**config.mk**
```make
export PLATFORM = sky130hd
export DESIGN_NAME = tcp_seg_sched
export DESIGN_NICKNAME = d
export VERILOG_FILES = /design/src/rtl/tcp_sched_pkg.sv /design/src/rtl/tcp_mss_calc.sv /design/src/rtl/tcp_wnd_track.sv /design/src/rtl/tcp_seg_decide.sv /design/src/rtl/tcp_seg_sched.sv
export SDC_FILE = /design/constraint.sdc
export NUM_CORES = 1
export LEC_CHECK = 0
export ABC_CLOCK_PERIOD_IN_PS = 16700
export BUFFER_PORTS_ARGS = -buffer_cell sky130_fd_sc_hd__buf_4
export CORE_MARGIN = 2
export CORE_UTILIZATION = 40
export CTS_BUF_LIST = sky130_fd_sc_hd__clkbuf_4 sky130_fd_sc_hd__clkbuf_8
export DETAILED_ROUTE_END_ITERATION = 10
export PLACE_DENSITY = 0.63
export SLEW_MARGIN = 20
export SYNTH_ARGS = -nofsm -noshare
export SYNTH_HDL_FRONTEND = slang
export SYNTH_SLANG_ARGS = --single-unit
```
**constraint.sdc**
```tcl
create_clock -name clk -period 16.7 [get_ports clk]
set_input_delay 5.01 -clock clk [delete_from_list [all_inputs] [get_ports clk]]
set_output_delay 5.01 -clock clk [all_outputs]
set_load 0.02 [all_outputs]
```
**src/rtl/tcp_sched_pkg.sv**
```systemverilog
package tcp_sched_pkg;

  // Reason behind each cycle's scheduling decision
  typedef enum logic [2:0] {
    WHY_SEND     = 3'd0,
    WHY_NODATA   = 3'd1,
    WHY_NOMSS    = 3'd2,
    WHY_ZERO_WIN = 3'd3,
    WHY_SILLY    = 3'd4,
    WHY_NAGLE    = 3'd5,
    WHY_BLOCKED  = 3'd6
  } sched_why_e;

  localparam int unsigned WORD_BYTES_LOG2 = 3;

endpackage

```
**src/rtl/tcp_mss_calc.sv**
```systemverilog
module tcp_mss_calc #(
  parameter int unsigned MTU_W     = 14,
  parameter int unsigned MAX_MTU   = 9000,
  parameter int unsigned HDR_BYTES = 40,
  localparam int unsigned MSSW_W   = MTU_W - 3
) (
  input  logic [MTU_W-1:0]  mtu_bytes,
  output logic [MSSW_W-1:0] mss_words
);

  localparam logic [MTU_W-1:0] MTU_CAP = MTU_W'(MAX_MTU);
  localparam logic [MTU_W-1:0] HDR_LEN = MTU_W'(HDR_BYTES);

  logic [MTU_W-1:0] mtu_clamped;
  logic [MTU_W-1:0] payload_bytes;

  always_comb begin
    mtu_clamped   = (mtu_bytes > MTU_CAP) ? MTU_CAP : mtu_bytes;
    payload_bytes = (mtu_clamped > HDR_LEN) ? (mtu_clamped - HDR_LEN) : '0;
    mss_words     = payload_bytes[MTU_W-1:3];
  end

endmodule

```
**src/rtl/tcp_wnd_track.sv**
```systemverilog
module tcp_wnd_track #(
  parameter int unsigned BYTE_W  = 32,
  parameter int unsigned ADV_W   = 16,
  parameter int unsigned SHIFT_W = 4,
  localparam int unsigned WORD_W = BYTE_W - 3
) (
  input  logic               clk,
  input  logic               rst_n,
  input  logic [ADV_W-1:0]   adv_wnd,
  input  logic [SHIFT_W-1:0] wnd_shift,
  input  logic [BYTE_W-1:0]  inflight_bytes,
  output logic [WORD_W-1:0]  usable_words,
  output logic [WORD_W-1:0]  max_seen_words
);

  logic [BYTE_W-1:0] scaled_bytes;
  logic [BYTE_W-1:0] usable_bytes;
  logic [WORD_W-1:0] cur_words;
  logic [WORD_W-1:0] max_q;
  logic [WORD_W-1:0] max_d;
  logic              max_en;

  always_comb begin
    scaled_bytes   = BYTE_W'(adv_wnd) << wnd_shift;
    usable_bytes   = (scaled_bytes > inflight_bytes) ? (scaled_bytes - inflight_bytes) : '0;
    usable_words   = usable_bytes[BYTE_W-1:3];
    cur_words      = scaled_bytes[BYTE_W-1:3];
    max_en         = cur_words > max_q;
    max_d          = cur_words;
    max_seen_words = max_en ? cur_words : max_q;
  end

  always_ff @(posedge clk or negedge rst_n) begin
    if (!rst_n) begin
      max_q <= '0;
    end else if (max_en) begin
      max_q <= max_d;
    end
  end

endmodule

```
**src/rtl/tcp_seg_decide.sv**
```systemverilog
module tcp_seg_decide
  import tcp_sched_pkg::*;
#(
  parameter int unsigned BYTE_W = 32,
  parameter int unsigned MTU_W  = 14,
  localparam int unsigned WORD_W = BYTE_W - 3,
  localparam int unsigned MSSW_W = MTU_W - 3
) (
  input  logic [BYTE_W-1:0] unsent_bytes,
  input  logic [BYTE_W-1:0] inflight_bytes,
  input  logic [MSSW_W-1:0] mss_words,
  input  logic [WORD_W-1:0] usable_words,
  input  logic [WORD_W-1:0] max_seen_words,
  input  logic              tx_ready,
  output sched_why_e        why,
  output logic [WORD_W-1:0] len_words
);

  logic [WORD_W-1:0] unsent_words;
  logic [WORD_W-1:0] mss_ext;
  logic [WORD_W-1:0] half_max;
  logic [WORD_W-1:0] silly_thr;
  logic [WORD_W-1:0] lim_a;
  logic              short_seg;

  always_comb begin
    unsent_words = unsent_bytes[BYTE_W-1:3];
    mss_ext      = WORD_W'(mss_words);
    half_max     = max_seen_words >> 1;
    silly_thr    = (mss_ext < half_max) ? mss_ext : half_max;
    lim_a        = (mss_ext < usable_words) ? mss_ext : usable_words;
    len_words    = (lim_a < unsent_words) ? lim_a : unsent_words;
    short_seg    = unsent_words < mss_ext;

    if (unsent_words == '0) begin
      why = WHY_NODATA;
    end else if (mss_ext == '0) begin
      why = WHY_NOMSS;
    end else if (usable_words == '0) begin
      why = WHY_ZERO_WIN;
    end else if (usable_words < silly_thr) begin
      why = WHY_SILLY;
    end else if (short_seg && (inflight_bytes != '0)) begin
      why = WHY_NAGLE;
    end else if (!tx_ready) begin
      why = WHY_BLOCKED;
    end else begin
      why = WHY_SEND;
    end
  end

endmodule

```
**src/rtl/tcp_seg_sched.sv**
```systemverilog
module tcp_seg_sched
  import tcp_sched_pkg::*;
#(
  parameter int unsigned BYTE_W    = 32,
  parameter int unsigned ADV_W     = 16,
  parameter int unsigned SHIFT_W   = 4,
  parameter int unsigned MTU_W     = 14,
  parameter int unsigned MAX_MTU   = 9000,
  parameter int unsigned HDR_BYTES = 40
) (
  input  logic               clk,
  input  logic               rst_n,
  input  logic [BYTE_W-1:0]  unsent_bytes,
  input  logic [BYTE_W-1:0]  inflight_bytes,
  input  logic [ADV_W-1:0]   adv_wnd,
  input  logic [SHIFT_W-1:0] wnd_shift,
  input  logic [MTU_W-1:0]   mtu_bytes,
  input  logic               tx_ready,
  output logic               seg_valid,
  output logic [BYTE_W-1:0]  seg_offset,
  output logic [BYTE_W-1:0]  seg_len,
  output logic               persist_req
);

  localparam int unsigned WORD_W = BYTE_W - 3;
  localparam int unsigned MSSW_W = MTU_W - 3;

  logic [MSSW_W-1:0] mss_words;
  logic [WORD_W-1:0] usable_words;
  logic [WORD_W-1:0] max_seen_words;
  logic [WORD_W-1:0] len_words;
  sched_why_e        why;

  logic              valid_d;
  logic [BYTE_W-1:0] offset_d;
  logic [BYTE_W-1:0] len_d;
  logic              persist_d;

  tcp_mss_calc #(
    .MTU_W    (MTU_W),
    .MAX_MTU  (MAX_MTU),
    .HDR_BYTES(HDR_BYTES)
  ) mss_i (
    .mtu_bytes(mtu_bytes),
    .mss_words(mss_words)
  );

  tcp_wnd_track #(
    .BYTE_W (BYTE_W),
    .ADV_W  (ADV_W),
    .SHIFT_W(SHIFT_W)
  ) wnd_i (
    .clk           (clk),
    .rst_n         (rst_n),
    .adv_wnd       (adv_wnd),
    .wnd_shift     (wnd_shift),
    .inflight_bytes(inflight_bytes),
    .usable_words  (usable_words),
    .max_seen_words(max_seen_words)
  );

  tcp_seg_decide #(
    .BYTE_W(BYTE_W),
    .MTU_W (MTU_W)
  ) dec_i (
    .unsent_bytes  (unsent_bytes),
    .inflight_bytes(inflight_bytes),
    .mss_words     (mss_words),
    .usable_words  (usable_words),
    .max_seen_words(max_seen_words),
    .tx_ready      (tx_ready),
    .why           (why),
    .len_words     (len_words)
  );

  // Next-state: outputs are zero unless a segment is granted
  always_comb begin
    valid_d   = (why == WHY_SEND);
    persist_d = (why == WHY_ZERO_WIN);
    offset_d  = valid_d ? inflight_bytes : '0;
    len_d     = valid_d ? {len_words, 3'b000} : '0;
  end

  always_ff @(posedge clk or negedge rst_n) begin
    if (!rst_n) begin
      seg_valid   <= 1'b0;
      seg_offset  <= '0;
      seg_len     <= '0;
      persist_req <= 1'b0;
    end else begin
      seg_valid   <= valid_d;
      seg_offset  <= offset_d;
      seg_len     <= len_d;
      persist_req <= persist_d;
    end
  end

endmodule

```
==> impl_results.md <==
* Final cell count without fillers at approximately 1800
* Mean Syn Cell Area at 8.160 um2
* Via/cell ratio at 5.913
* Placer Congestion at 0.9593
* Most frequent cells in the layout: buf_4 (169), ha_1 (139), inv_1 (128), nor2_1 (117), dfrtp_1 (92)
* Leakage at between 6 and 7 nW
* Hold-critical path depth at 2
* Total number of vias at roughly 11000
* Post_cts resized at 0
* Final Hold Fails at 0
* DR DRC count at 0
* Final setup violation count at 0
* Initial antenna violation count at 0
* Syn-to-layout area delta at 14.97%
* Final min period at 14960 ps
* HP Class: flop to flop
* Sequential share of the synthesized area at 20.93%
* CTS Buffer Depth at 2
* Slew Limit Headroom at 22.52%
* Asr flop ratio synth at 100.0%
* Primary FF master, synth: dfrtp_1
* Worst Hold End: wnd_i.max_q[0]
* R2R cell count at 39
* Clock Tree Root: clkbuf_8
* CTS H-tree lvls at 3
* F_max at around 67 MHz
* Largest net degree at the start of global routing at 59
* Number of synthesized flops with an enable pin at 0
* Hold_ws at 509.2 ps
* Met3 usage at 3.953%
* Grt ovf at 0
* First-pass GRT wire length at 57.73 mm
* Crit path largest cell delay at 830 ps
* Die Area at approximately 29000 um2
* Final WL at 37.39 mm
* FF-to-FF Start: wnd_i.max_q[8]
* CTS tree: built
* Port bufs at 160
* Most common cell after layout, fill and taps aside: buf_4
* Clk sinks at 92
* Slowest CP cell: o21ai_0
* Register bit total from synthesis at 92
* CP dominant cell by count: a21o_1
* RSZ-0062 raised after global routing: no
* Critical path buffer and inverter count at 6
* Pwr Density at 76.06 nW/um2
* Placed cell count at 1832
* CP arrival at 15250 ps
* Post-synthesis instance total at between 1000 and 1500
* Fill count at 2683
* Crit path max fanout at 58
* GRT Util Overall at between 20% and 30%
* Initial DRC Count at 954
* Yosys Warn Count at 0
* Layout cells sized above 1 at 17.60%
* Postcts setup bufs at 0
* Max-slew violations at 0
* First drt pass iteration count at 5
* # diodes at 0
* Worst vdd ir at 0.03944 mV
* Clk_lat worst skew at ~400 ps
* Cell Rows at 60
* Setup TNS at 0 ps
* Nets at about 1700
* Detail Placement HPWL at 30.80 mm
* Worst-path clk slew at 110 ps
* Die Span X at 169.8 um
* MaxCap Viol Count at 0
* FF-to-FF setup slack at 7650 ps
* Outcome: complete, no violations
* Initial Utilization at between 40% and 50%
* CP Capture Type: flop
* Fin crit share at 89.59%
* Worst slew pin tran at 1150 ps
* Crit path required time at 16990 ps
* Hold-fix buffers, CTS at 0
* Worst Path Class, Setup: input pin to flop
* Drt wl/cell at 20.25 um
* Cell variety after synth at 96
* Post-route ant nets at 0
* Core ar. at between 20000 and 30000 um2
* Hold path start: wnd_i.max_q[0]
* CTS buffer count at 9
* I/O pin count at 167
* Worst r2r dst: seg_len[11]
* Synthesized area at 11000 um2
* Kind of start point of the critical path: input pin
* GRT Max-Usage Layer: met2
* Worst Skew at 16.75 ps
* Largest delay share family, worst path: compound AO/OA/AOI/OAI gates
* Met2 GRT Util at 41.49%
* M1 GR Usage at 35.00%
* Die height at 169.8 um
* Vias in the first global route at 10445
## flip-flops by register name (all words and copies together), names as in the netlist
signal       cells
persist_req      1
seg_len         29
seg_offset      32
seg_valid        1
wnd_i.max_q     29
## power by group
part           switching, mW  internal, mW
registers             0.0172         0.253
clock network         0.0971        0.0552
logic                  0.333         0.207
## worst register-to-register path: cells and delay by family (launching register included)
family,cells,cell delay [ps]
AO/OA/AOI/OAI,24,4620
buffers and inverters,6,1600
AND/OR/NAND/NOR,6,1580
adder cells (fa/ha/maj),3,760
flip-flops,1,370
## per-layer routing
metal	part of all wire, %	vias to the layer above
met5	0	-
met4	2.8	0
met3	6.3	50
met2	46	356
met1	45	5300
li1	-	5215
## cell type report
class / count / area [um2] / share of cell area (%)
multi-input combinational: 1100 / 7989 / 63.17
sequential: 92 / 2302 / 18.21
timing repair buffer: 169 / 1269 / 10.03
inverter: 130 / 488.0 / 3.859
tap: 341 / 426.7 / 3.374
clock buffer: 9 / 123.9 / 0.9795
clock inverter: 6 / 47.55 / 0.3760
## per-stage QoR
step | total power [mW] | utilization (%) | worst slack [ps] | area, um2
after floorplan | 0.6533 | - | 3599 | 11140
after global placement | 0.7998 | 46.29 | 1510 | 12470
after detailed placement | 0.8062 | 46.29 | 1437 | 12470
after CTS | 0.9624 | 46.92 | 1826 | 12650
after global routing | 1.041 | 46.92 | 1098 | 12650
final | 0.9619 | 46.92 | 1738 | 12650
## cells by family after synthesis
| group | after synthesis | share of synthesized area, % |
|---|---|---|
| adders and majority gates | 140 | 15.91 |
| buffers and inverters | 193 | 7.701 |
| and+or+nand+nor | 455 | 21.79 |
| muxes | 67 | 7.485 |
| DFF | 92 | 20.93 |
| xor gates and xnor gates | 31 | 2.468 |
| AOI/OAI and AO/OA | 368 | 23.64 |
| other | 2 | 0.06828 |
## how the worst max path moves through the flow
stage | start | endpoint | slack [ps] | cells after the start
2_1_floorplan | wnd_shift[1] | seg_len[10] | 3600 | 44
3_3_place_gp | wnd_shift[2] | seg_len[5] | 1510 | 43
3_5_place_dp | wnd_shift[2] | seg_len[5] | 1440 | 43
4_1_cts | wnd_shift[2] | seg_len[5] | 1830 | 43
5_1_grt | wnd_shift[3] | seg_len[5] | 1100 | 42
6_report | wnd_shift[1] | seg_len[11] | 1740 | 43
## synth_stat cells, types with 9 or more instances
| cell type | instances | area [um2] |
|---|---|---|
| a2111oi_2 | 11 | 165.2 |
| buf_6 | 11 | 123.9 |
| a21o_1 | 52 | 390.4 |
| xnor2_1 | 19 | 166.4 |
| nand2_1 | 88 | 330.3 |
| nor2b_1 | 15 | 93.84 |
| and2_1 | 22 | 137.6 |
| nor4_1 | 28 | 175.2 |
| or3_1 | 9 | 56.30 |
| nand2b_1 | 20 | 125.1 |
| nor2_1 | 117 | 439.2 |
| mux2i_1 | 29 | 290.3 |
| o21ai_0 | 66 | 330.3 |
| a21oi_1 | 91 | 455.4 |
| a31o_1 | 10 | 87.58 |
| and4_1 | 10 | 87.58 |
| xor2_1 | 12 | 105.1 |
| or2_2 | 9 | 56.30 |
| and3_1 | 9 | 56.30 |
| dfrtp_1 | 92 | 2302 |
| nand3_1 | 27 | 135.1 |
| o22ai_1 | 14 | 87.58 |
| o21a_1 | 11 | 82.58 |
| inv_1 | 128 | 480.5 |
| clkbuf_1 | 32 | 120.1 |
| mux2_2 | 27 | 304.0 |
| a211oi_1 | 16 | 120.1 |
| nor3_1 | 34 | 170.2 |
| ha_1 | 139 | 1739 |
| nand4_1 | 33 | 206.5 |
(Power assumes the default switching activity.)
